## config.mk

```make
export PLATFORM = sky130hd
export DESIGN_NAME = sdcmd_encoder
export DESIGN_NICKNAME = d
export VERILOG_FILES = /design/src/rtl/sdcmd_pkg.sv /design/src/rtl/sdcmd_bank_tracker.sv /design/src/rtl/sdcmd_rd_pipe.sv /design/src/rtl/sdcmd_encoder.sv
export SDC_FILE = /design/constraint.sdc
export NUM_CORES = 1
export LEC_CHECK = 0
export ABC_AREA = 1
export BUFFER_PORTS_ARGS = -buffer_cell sky130_fd_sc_hd__buf_4
export CAP_MARGIN = 40
export CORE_ASPECT_RATIO = 1.5
export CORE_MARGIN = 2
export CORE_UTILIZATION = 46
export DETAILED_ROUTE_END_ITERATION = 12
export PLACE_DENSITY = 0.8
export SLEW_MARGIN = 40
export SYNTH_ARGS = -nofsm -noshare
export SYNTH_HDL_FRONTEND = slang
export SYNTH_HIERARCHICAL = 1
export SYNTH_SLANG_ARGS = --single-unit
```

## constraint.sdc

```tcl
create_clock -name clk -period 1.6 [get_ports clk]
set_clock_uncertainty 0.1 [all_clocks]
set_input_delay 0.48 -clock clk [delete_from_list [all_inputs] [get_ports clk]]
set_output_delay 0.48 -clock clk [all_outputs]
set_load 0.005 [all_outputs]
```

## src/rtl/sdcmd_pkg.sv

```systemverilog
package sdcmd_pkg;

   typedef enum logic [2:0] {
      OP_NOP  = 3'd0,
      OP_MODE = 3'd1,
      OP_ACT  = 3'd2,
      OP_RD   = 3'd3,
      OP_WR   = 3'd4,
      OP_PRE  = 3'd5,
      OP_AREF = 3'd6,
      OP_SREF = 3'd7
   } sd_op_e;

   typedef struct packed {
      logic cs_n;
      logic ras_n;
      logic cas_n;
      logic we_n;
   } sd_pins_t;

   localparam sd_pins_t PINS_DESL = 4'b1111;
   localparam sd_pins_t PINS_MODE = 4'b0000;
   localparam sd_pins_t PINS_PRE  = 4'b0010;
   localparam sd_pins_t PINS_ACT  = 4'b0011;
   localparam sd_pins_t PINS_WR   = 4'b0100;
   localparam sd_pins_t PINS_RD   = 4'b0101;
   localparam sd_pins_t PINS_REF  = 4'b0001;

   function automatic sd_pins_t pins_for(input sd_op_e op);
      sd_pins_t p;
      case (op)
         OP_MODE:         p = PINS_MODE;
         OP_ACT:          p = PINS_ACT;
         OP_RD:           p = PINS_RD;
         OP_WR:           p = PINS_WR;
         OP_PRE:          p = PINS_PRE;
         OP_AREF, OP_SREF: p = PINS_REF;
         default:         p = PINS_DESL;
      endcase
      return p;
   endfunction

endpackage

```

## src/rtl/sdcmd_bank_tracker.sv

```systemverilog
module sdcmd_bank_tracker
   import sdcmd_pkg::*;
#(
   parameter int BA_W   = 2,
   parameter int AP_BIT = 10
) (
   input  logic                 clk,
   input  logic                 rst_n,
   input  logic                 four_bank,
   input  logic                 go,
   input  sd_op_e               op,
   input  logic [BA_W-1:0]      bank,
   input  logic                 ap,
   output logic                 legal,
   output logic [(1<<BA_W)-1:0] open_q
);
   localparam int NB = 1 << BA_W;

   generate
      if (BA_W < 1) begin : g_bad_ba
         $error("sdcmd_bank_tracker: BA_W must be at least 1");
      end
   endgenerate

   logic bank_ok;
   logic hit;

   always_comb begin
      bank_ok = four_bank || (bank[BA_W-1] == 1'b0);
      hit     = open_q[bank];
      case (op)
         OP_ACT:        legal = bank_ok && !hit;
         OP_RD, OP_WR:  legal = bank_ok && hit;
         OP_PRE:        legal = ap || bank_ok;
         default:       legal = 1'b1;
      endcase
   end

   generate
      for (genvar b = 0; b < NB; b++) begin : g_bank
         logic nxt;
         always_comb begin
            nxt = open_q[b];
            if (go && legal) begin
               if (op == OP_ACT && bank == BA_W'(b))
                  nxt = 1'b1;
               else if (op == OP_PRE && (ap || bank == BA_W'(b)))
                  nxt = 1'b0;
            end
         end

         always_ff @(posedge clk or negedge rst_n) begin
            if (!rst_n) open_q[b] <= 1'b0;
            else        open_q[b] <= nxt;
         end

         // a bank only becomes open through an accepted activate to it
         p_open_by_act_r6: assert property (@(posedge clk) disable iff (!rst_n)
            $rose(open_q[b]) |-> $past(go && op == OP_ACT && bank == BA_W'(b)));

         // a bank only closes through a precharge
         p_close_by_pre_r8: assert property (@(posedge clk) disable iff (!rst_n)
            $fell(open_q[b]) |-> $past(go && op == OP_PRE));
      end
   endgenerate

endmodule

```

## src/rtl/sdcmd_rd_pipe.sv

```systemverilog
module sdcmd_rd_pipe #(
   parameter int CL_W = 3
) (
   input  logic            clk,
   input  logic            rst_n,
   input  logic            fire,
   input  logic [CL_W-1:0] lat,
   output logic            rd_valid
);
   localparam int DEPTH = 1 << CL_W;

   generate
      if (CL_W < 1 || CL_W > 4) begin : g_bad_cl
         $error("sdcmd_rd_pipe: CL_W out of range");
      end
   endgenerate

   logic [DEPTH-1:0] sh_q;
   logic [DEPTH-1:0] sh_d;

   always_comb begin
      sh_d = {1'b0, sh_q[DEPTH-1:1]};
      if (fire) sh_d = sh_d | (DEPTH'(1) << lat);
   end

   always_ff @(posedge clk or negedge rst_n) begin
      if (!rst_n) sh_q <= '0;
      else        sh_q <= sh_d;
   end

   assign rd_valid = sh_q[0];

   // a read is never issued with the reserved latency
   p_lat_nonzero_r4: assert property (@(posedge clk) disable iff (!rst_n)
      fire |-> lat != '0);

endmodule

```

## src/rtl/sdcmd_encoder.sv

```systemverilog
module sdcmd_encoder
   import sdcmd_pkg::*;
#(
   parameter int ADDR_W = 13,
   parameter int BA_W   = 2,
   parameter int CL_W   = 3,
   parameter int AP_BIT = 10,
   parameter int CL_RST = 2
) (
   input  logic                 clk,
   input  logic                 rst_n,
   input  logic                 four_bank,
   input  logic                 req_valid,
   input  sd_op_e               req_op,
   input  logic [BA_W-1:0]      req_bank,
   input  logic [ADDR_W-1:0]    req_addr,
   input  logic [CL_W-1:0]      req_cas,
   output logic                 sd_cs_n,
   output logic                 sd_ras_n,
   output logic                 sd_cas_n,
   output logic                 sd_we_n,
   output logic                 sd_cke,
   output logic [BA_W-1:0]      sd_ba,
   output logic [ADDR_W-1:0]    sd_addr,
   output logic                 rd_valid,
   output logic                 cmd_err,
   output logic [(1<<BA_W)-1:0] bank_open,
   output logic [CL_W-1:0]      cas_lat
);
   localparam int MODE_LO_W = 4 + CL_W;
   localparam logic [3:0] MODE_LO = 4'b1001;

   generate
      if (ADDR_W < MODE_LO_W || ADDR_W <= AP_BIT) begin : g_bad_addr
         $error("sdcmd_encoder: ADDR_W too narrow");
      end
      if (CL_RST < 1 || CL_RST >= (1 << CL_W)) begin : g_bad_clrst
         $error("sdcmd_encoder: CL_RST out of range");
      end
   endgenerate

   sd_pins_t              pins_q, pins_d;
   logic                  cke_q, cke_d;
   logic                  sr_q, sr_d;
   logic                  err_d;
   logic [BA_W-1:0]       ba_d;
   logic [ADDR_W-1:0]     addr_d;
   logic [CL_W-1:0]       cl_d;
   logic                  go, legal, mode_bad, accept, rd_fire;

   assign go       = req_valid && !sr_q;
   assign mode_bad = (req_op == OP_MODE) && (req_cas == '0);
   assign accept   = go && legal && !mode_bad;
   assign rd_fire  = accept && (req_op == OP_RD);

   sdcmd_bank_tracker #(.BA_W(BA_W), .AP_BIT(AP_BIT)) bank_i (
      .clk       (clk),
      .rst_n     (rst_n),
      .four_bank (four_bank),
      .go        (go && !mode_bad),
      .op        (req_op),
      .bank      (req_bank),
      .ap        (req_addr[AP_BIT]),
      .legal     (legal),
      .open_q    (bank_open)
   );

   sdcmd_rd_pipe #(.CL_W(CL_W)) pipe_i (
      .clk      (clk),
      .rst_n    (rst_n),
      .fire     (rd_fire),
      .lat      (cas_lat),
      .rd_valid (rd_valid)
   );

   always_comb begin
      pins_d = accept ? pins_for(req_op) : PINS_DESL;
      err_d  = go && (!legal || mode_bad);
      ba_d   = '0;
      addr_d = '0;
      cl_d   = cas_lat;
      cke_d  = cke_q;
      sr_d   = sr_q;
      if (sr_q) begin
         if (req_valid) begin
            sr_d  = 1'b0;
            cke_d = 1'b1;
         end
      end else if (accept) begin
         case (req_op)
            OP_MODE: begin
               addr_d = {{(ADDR_W-MODE_LO_W){1'b0}}, req_cas, MODE_LO};
               cl_d   = req_cas;
            end
            OP_ACT, OP_PRE: begin
               ba_d   = req_bank;
               addr_d = req_addr;
            end
            OP_RD, OP_WR: begin
               ba_d           = req_bank;
               addr_d         = req_addr;
               addr_d[AP_BIT] = 1'b0;
            end
            OP_SREF: begin
               sr_d  = 1'b1;
               cke_d = 1'b0;
            end
            default: ;
         endcase
      end
   end

   always_ff @(posedge clk or negedge rst_n) begin
      if (!rst_n) begin
         pins_q  <= PINS_DESL;
         cke_q   <= 1'b1;
         sr_q    <= 1'b0;
         cmd_err <= 1'b0;
         sd_ba   <= '0;
         sd_addr <= '0;
         cas_lat <= CL_W'(CL_RST);
      end else begin
         pins_q  <= pins_d;
         cke_q   <= cke_d;
         sr_q    <= sr_d;
         cmd_err <= err_d;
         sd_ba   <= ba_d;
         sd_addr <= addr_d;
         cas_lat <= cl_d;
      end
   end

   assign sd_cs_n  = pins_q.cs_n;
   assign sd_ras_n = pins_q.ras_n;
   assign sd_cas_n = pins_q.cas_n;
   assign sd_we_n  = pins_q.we_n;
   assign sd_cke   = cke_q;

   // a refused request leaves the device deselected
   p_err_desel_r6: assert property (@(posedge clk) disable iff (!rst_n)
      cmd_err |-> sd_cs_n);

   // the mode word on the pins matches the stored latency and fixed fields
   p_mode_word_r3: assert property (@(posedge clk) disable iff (!rst_n)
      (pins_q == PINS_MODE) |-> (sd_ba == '0 && sd_addr[3:0] == MODE_LO
                                  && sd_addr[MODE_LO_W-1:4] == cas_lat));

   // the stored latency never holds the reserved value
   p_cl_legal_r4: assert property (@(posedge clk) disable iff (!rst_n)
      cas_lat != '0);

   // column accesses only reach an open bank, without auto precharge
   p_col_open_r9: assert property (@(posedge clk) disable iff (!rst_n)
      (pins_q == PINS_RD || pins_q == PINS_WR) |-> (bank_open[sd_ba] && !sd_addr[AP_BIT]));

   // an all-bank precharge leaves every bank idle
   p_prea_r8: assert property (@(posedge clk) disable iff (!rst_n)
      (pins_q == PINS_PRE && sd_addr[AP_BIT]) |-> bank_open == '0);

   // clock-enable drops only with a refresh pattern, returns only with deselect
   p_cke_fall_r10: assert property (@(posedge clk) disable iff (!rst_n)
      $fell(sd_cke) |-> pins_q == PINS_REF);
   p_cke_rise_r10: assert property (@(posedge clk) disable iff (!rst_n)
      $rose(sd_cke) |-> sd_cs_n);

   // in two-bank mode no activate reaches an upper bank
   p_two_bank_r11: assert property (@(posedge clk) disable iff (!rst_n)
      (!four_bank && $stable(four_bank) && pins_q == PINS_ACT) |-> !sd_ba[BA_W-1]);

endmodule

```

# Word level (Yosys, flattened, before mapping)
# Cells that the tools add are included.
[totals]
ff_bits = 37
latch_bits = 0
ram_bits = 0
rom_bits = 0
in_bits = 25
output_inout_bits = 29
elab_cells = 106
memories = 0
[classes]
n_addsub = 0
multipliers = 0
n_div = 0
n_lt_le_gt_ge = 1
n_eq_ne = 11
n_shift = 1
muxes = 28
bitwise_logic = 3
reduce_logical = 47
[ops]
columns = ["cell", "n"]
rows = [
  ["one-hot mux 13 bit (3 select lines)", 1],
  ["two-way mux 13 bit", 2],
  ["one-hot mux 4 bit (6 select lines)", 1],
  ["logical AND 1 bit", 18],
  ["two-way mux 1 bit", 17],
  ["equality test 3 bit (second input constant)", 4],
  ["nonzero test 2 bit", 6],
  ["two-way mux 8 bit", 1],
  ["bitwise OR 7 x 8 -> 8 bit", 1],
  ["AND reduction 2 bit", 4],
  ["left shift 1 x 3 -> 8 bit (first input constant)", 1],
  ["logical OR 1 bit", 7],
  ["equality test 3 x 2 -> 1 bit (second input constant)", 2],
  ["two-way mux 2 bit", 3],
  ["AND reduction 3 bit", 2],
  ["OR reduction 2 bit", 3],
  ["equality test 2 bit (second input constant)", 2],
  ["zero test 1 bit", 4],
  ["two-way mux 4 bit", 1],
  ["OR reduction 4 bit", 1],
  ["equality test 3 x 1 -> 1 bit (second input constant)", 1],
  ["zero test 3 bit", 1],
  ["< comparator 2 x 3 -> 1 bit (second input constant)", 1],
  ["one-hot mux 1 bit (3 select lines)", 1],
  ["other kinds (5)", 6],
]

# Logic depth before layout (Yosys ltp)
[depth]
ltp_word = 9
mapped_depth = 17
mapped_depth_nobuf = 16

# Hierarchy
# Netlist, hierarchy kept.
[modules_own_cells]
columns = ["module", "instances", "cells_each", "area_each_um2", "seq_area_each_um2"]
rows = [
  ["sdcmd_encoder", 1, 125, 1081.0, 633.1],
  ["sdcmd_bank_tracker", 1, 68, 415.4, 100.1],
  ["sdcmd_rd_pipe", 1, 41, 334.1, 200.2],
]

# Worst setup path after synthesis
# Ideal clock, no wire load.
[synth_path]
path_type = "input-to-reg"
from = "in req_op[1]"
to = "reg pipe_i.sh_q[2]"
setup_ns = 0.065
arrival_time_ns = 1.858
t_required_ns = 1.435
path_slack_ns = -0.423
cell_stages = 16
path_buffers = 1
path_cell_list = "nor2_2 -> nand2_2 -> nand2_1 -> inv_1 -> nand2_2 -> nand3_2 -> nand2_4 -> nand3_1 -> inv_2 -> nand2_2 -> buf_4 -> nor2_1 -> inv_1 -> nor2_4 -> nand2_1 -> nand2_1"
[synth_between]
elab_chain_len = 7
word_cells_on_any_way = 13
cone_classes = "5 x eq/ne; 2 x mux; 6 x reduce/logical"
[synth_rtl]
columns = ["item", "line", "rtl"]
rows = [
  ["from (decl)", "sdcmd_encoder.sv:14", "input sd_op_e req_op,"],
  ["equality test 3 x 2 -> 1 bit or equality test 3 bit (tied branches)", "sdcmd_bank_tracker.sv:31", "case (op)"],
  ["OR reduction 2 bit", "sdcmd_bank_tracker.sv:31", ""],
  ["one-hot mux 1 bit (3 select lines) *", "sdcmd_bank_tracker.sv:31", ""],
  ["net legal", "sdcmd_encoder.sv:49", "logic go, legal, mode_bad, accept, rd_fire;"],
  ["logical AND 1 bit * (2 in series)", "sdcmd_encoder.sv:53", "assign accept = go && legal && !mode_bad;"],
  ["logical AND 1 bit *", "sdcmd_encoder.sv:54", "assign rd_fire = accept && (req_op == OP_RD);"],
  ["net rd_fire", "sdcmd_encoder.sv:49", ""],
  ["two-way mux 8 bit *", "sdcmd_rd_pipe.sv:23", "if (fire) sh_d = sh_d | (DEPTH'(1) << lat);"],
  ["net pipe_i.sh_d[2]", "sdcmd_rd_pipe.sv:19", "logic [DEPTH-1:0] sh_d;"],
  ["to (signal assigned)", "sdcmd_rd_pipe.sv:27", "if (!rst_n) sh_q <= '0;"],
  ["to (signal assigned)", "sdcmd_rd_pipe.sv:28", "else sh_q <= sh_d;"],
  ["to (decl)", "sdcmd_rd_pipe.sv:18", "logic [DEPTH-1:0] sh_q;"],
]
# The timed path passes the listed nets; every way through them passes the cells marked *.
# A chain may end at the register's enable or synchronous reset.

# Worst setup path after layout
[layout_path]
from = "reg bank_i.open_q[1]"
to = "reg pipe_i.sh_q[1]"
[layout_between]
elab_chain_len = 9
word_cells_on_any_way = 10
cone_classes = "4 x mux; 6 x reduce/logical"
[layout_rtl]
columns = ["item", "line", "rtl"]
rows = [
  ["from (decl)", "sdcmd_bank_tracker.sv:15", "output logic [(1<<BA_W)-1:0] open_q"],
  ["from (signal, indexed assignment)", "sdcmd_bank_tracker.sv:54", "else open_q[b] <= nxt;"],
  ["binary-select mux 1 bit (select 2 bit) *", "sdcmd_bank_tracker.sv:30", "hit = open_q[bank];"],
  ["two-way mux 1 bit (implied by the code) *", "sdcmd_bank_tracker.sv:30", ""],
  ["zero test 1 bit", "sdcmd_bank_tracker.sv:32", "OP_ACT: legal = bank_ok && !hit;"],
  ["logical AND 1 bit", "sdcmd_bank_tracker.sv:32", ""],
  ["one-hot mux 1 bit (3 select lines) *", "sdcmd_bank_tracker.sv:31", ""],
  ["net legal", "sdcmd_encoder.sv:49", ""],
  ["logical AND 1 bit * (2 in series)", "sdcmd_encoder.sv:53", ""],
  ["logical AND 1 bit *", "sdcmd_encoder.sv:54", ""],
  ["net rd_fire", "sdcmd_encoder.sv:49", ""],
  ["two-way mux 8 bit *", "sdcmd_rd_pipe.sv:23", ""],
  ["net pipe_i.sh_d[1]", "sdcmd_rd_pipe.sv:19", ""],
]
# The timed path passes the listed nets; every way through them passes the cells marked *. The select of a mux whose other input is x is not followed.

==> results.tsv <==
stage	metric	value	unit
place	place_inst	358	
power_and_ir_drop	leakagePower	0.001509	µW
critical_path	start_kind	register	
clock_tree	clock_path_buffers	2	
logic_synthesis	ys.flop_type	dfrtp_1	
clock_tree	numCtsBuffers	5	
detailed_routing	viasPerCell	4.822	
floorplanning	pin_count	54	
floorplanning	die_h	81.26	µm
global_route	grt_max_degree	38	
detailed_routing	route.met2.wl	2477	µm
power_and_ir_drop	powerDensity	914.2	nW/µm²
logic_synthesis	async_flop_share	100.0	%
timing	max_slew.worst_pin.slew	0.4580	ns
finish	nNetsFinal	349	
critical_path	cp.arrival	1.79	ns
detailed_routing	vias	1784	
critical_path	r2r_cells	15	
run	cap_violations	0	
detailed_routing	routed.top_layer	met4	
timing	maxSlewViolCount	0	
place	port_buffers	53	
logic_synthesis	yosys.area.top_type	dfrtp_1	
clock_tree	clock_sinks	37	
timing	layout_setup_ws	-0.06327	ns
floorplanning	design.core.area	3889	µm²
timing	hold_viol	0	
finish	finish.utilization	69.21	%
critical_path	path_class	reg -> reg	
finish	drive_gt1_share	43.38	%
critical_path	slowest_stage	dfrtp_1	
timing	fin_setup_tns	-0.2302	ns
finish	n_antenna_cell	0	
timing	rsz0062_at_grt	true	
outcome	violations	negative setup slack	
clock_tree	htree_levels	2	
logic_synthesis	syn_area_per_cell	7.823	µm²
global_route	grt_pass1_vias	1699	
finish	area_growth	47.03	%
logic_synthesis	synthTopCellsByArea	dfrtp_1 42%, nand2_1 17%, dfstp_2 8.6%, nor2_1 5.5%, nand3_1 5.2%	
detailed_routing	wirelength	4346	µm
finish	stdcell_count	370	
logic_synthesis	yosys_warnings	6	
clock_tree	root_buffer	clkbuf_8	
power_and_ir_drop	vdd_ir_drop_max	690.7	µV
clock_tree	clkTransAtPathRegs	0.07	ns
floorplanning	die_w	55.51	µm
logic_synthesis	yosys.area.top_type_share	42.38	%
logic_synthesis	synth_cells	234	
critical_path	slowest_delay	0.38	ns
global_route	grt_pass1_wl	7396	µm
timing	setup_violations	8	
critical_path	crit_chain	nand2_1, nand2_1, nand2_2, nand2_2, nand2_2, nand3_2, nand2_4, nand3_4, inv_4, nand2_4, nor2_4, inv_2, nor2_4, nand2_1, nand2_1	
detailed_routing	drtIter0Drc	47	
clock_tree	cts_tree	yes	
global_route	grt_overflow_total	0	
timing	max-slew-margin-rel	69.47	%
logic_synthesis	syn-cell-area	1831	µm²
place	hpwl	3354	µm
timing	finalCriticalPeriod	1.663	ns
logic_synthesis	synth_cell_types	20	
timing	fmax	601.2	MHz
detailed_routing	wire_per_inst	11.75	µm
floorplanning	initial_utilization	47.07	%
global_route	antenna_found_initial	0	
floorplanning	fp-row-count	28	
critical_path	cp_common_cell	nand2_1	
critical_path	endpoint_kind	register	
detailed_routing	drcViolationCount	0	
outcome	status	finished, violations left	
detailed_routing	wl_met1	1577	µm
logic_synthesis	ys_ff_latch	37	
critical_path	required	1.73	ns
clock_tree	clk_latency	0.29	ns
timing	min_period_over_period	104.0	%
logic_synthesis	syn_nets	259	
detailed_routing	wl_met3	197	µm
critical_path	critical_path_peak_fanout	4	
place	gp_congestion	0.8467	
detailed_routing	dr.pass1.iters	4	
global_route	grt_use_total	21.35	%
detailed_routing	drtAntennaViolNets	0	
logic_synthesis	ys_seq_area_share	50.99	%
logic_synthesis	synth-edff-count	0	
worst_hold_path	hold_path.class	in -> async	
floorplanning	die-area	4510	µm²
==> where the power goes <==
group / switching [µW] / total [µW] / internal [µW]
Combinational: 315 / 643 / 329
Clock: 326 / 715 / 389
Sequential: 60.9 / 1100 / 1040
==> critical path, delay by kind of cell, from the launching register on <==
kind,cells,cell delay [ns]
buffers and inverters,2,0.14
flip-flops,1,0.38
AND/OR/NAND/NOR,13,0.97
==> repair_timing <==
item                                    in CTS  in global routing
hold endpoints to repair                     0                  0
hold buffers                                 0                  0
endpoints found under the setup margin      18                 35
setup buffers                                1                  3
pin swaps                                    2                 15
resized for setup                            4                  8
==> cells by family (layout without fill, tap and decap cells) <==
family / count (synthesis) / count (layout) / share of synthesized area, %
buffers and inverters: 31 / 122 / 6.630
DFF: 37 / 37 / 50.99
and+or+nand+nor: 159 / 159 / 40.12
AOI/OAI and AO/OA: 7 / 7 / 2.256
==> stage by stage <==
| step | hold WS [ns] | worst slack (ns) | power [µW] | cell area (µm²) |
|---|---|---|---|---|
| after floorplan | 0.08441 | -0.2749 | 1368 | 1852 |
| after global placement | 0.3174 | -0.3545 | 1700 | 2512 |
| after detailed placement | 0.3224 | -0.3916 | 1718 | 2512 |
| after CTS | 0.04100 | -0.06458 | 2457 | 2641 |
| after global routing | 0.06084 | -0.1898 | 2609 | 2691 |
| final | 0.02609 | -0.06327 | 2460 | 2691 |
==> worst paths after layout <==
path                             startpoint                to  slack [ns]
max                        bank_i/open_q[1]    pipe_i/sh_q[1]       -0.06
min                                   rst_n  bank_i/open_q[1]        0.03
max reg2reg                bank_i/open_q[1]    pipe_i/sh_q[1]       -0.06
min reg2reg                  pipe_i/sh_q[5]    pipe_i/sh_q[4]        0.33
max in group asynchronous             rst_n            sd_cke        1.01
min in group clk                  req_valid              sr_q        0.32
==> metal layers <==
| layer | track usage, % | vias up |
|---|---|---|
| li1 | - | 901 |
| met1 | 23.27 | 834 |
| met2 | 38.69 | 43 |
| met3 | 4.777 | 6 |
| met4 | 10.98 | 0 |
| met5 | 0 | - |
==> cell type report <==
class                      count  area, µm²
fill                         313       1197
sequential                    37      933.4
multi-input combinational    166      838.3
timing repair buffer          85      650.6
inverter                      29      111.4
clock buffer                   7      96.34
tap                           45      56.30
clock inverter                 1      5.005
==> layout by cell type (no fill, tap or decap), drive strengths merged <==
cell type and instances:
dfstp 6, a21oi 2, nor3 1, clkinv 1, nor2 33, buf 85
dfrtp 31, clkbuf 7, inv 29, nand3 21, a21o 1, nand4 7
o21ai 4, nand2 97
==> cells in the mapped netlist (3+ instances only) <==
master,instances
nand2_1,82
dfrtp_1,31
nor2_1,27
inv_1,21
nand3_1,19
nand2_2,12
inv_2,8
nand4_1,7
dfstp_2,6
o21ai_0,4
nand2_4,3
nor2_2,3
nor2_4,3
==> registers in the layout (all words and copies together) (netlist names), 2 cells and up <==
register       flops
sd_addr           13
cas_lat            3
sd_ba              2
pipe_i/sh_q        8
bank_i/open_q      4
Note: power is estimated with default switching activity, not from simulation.
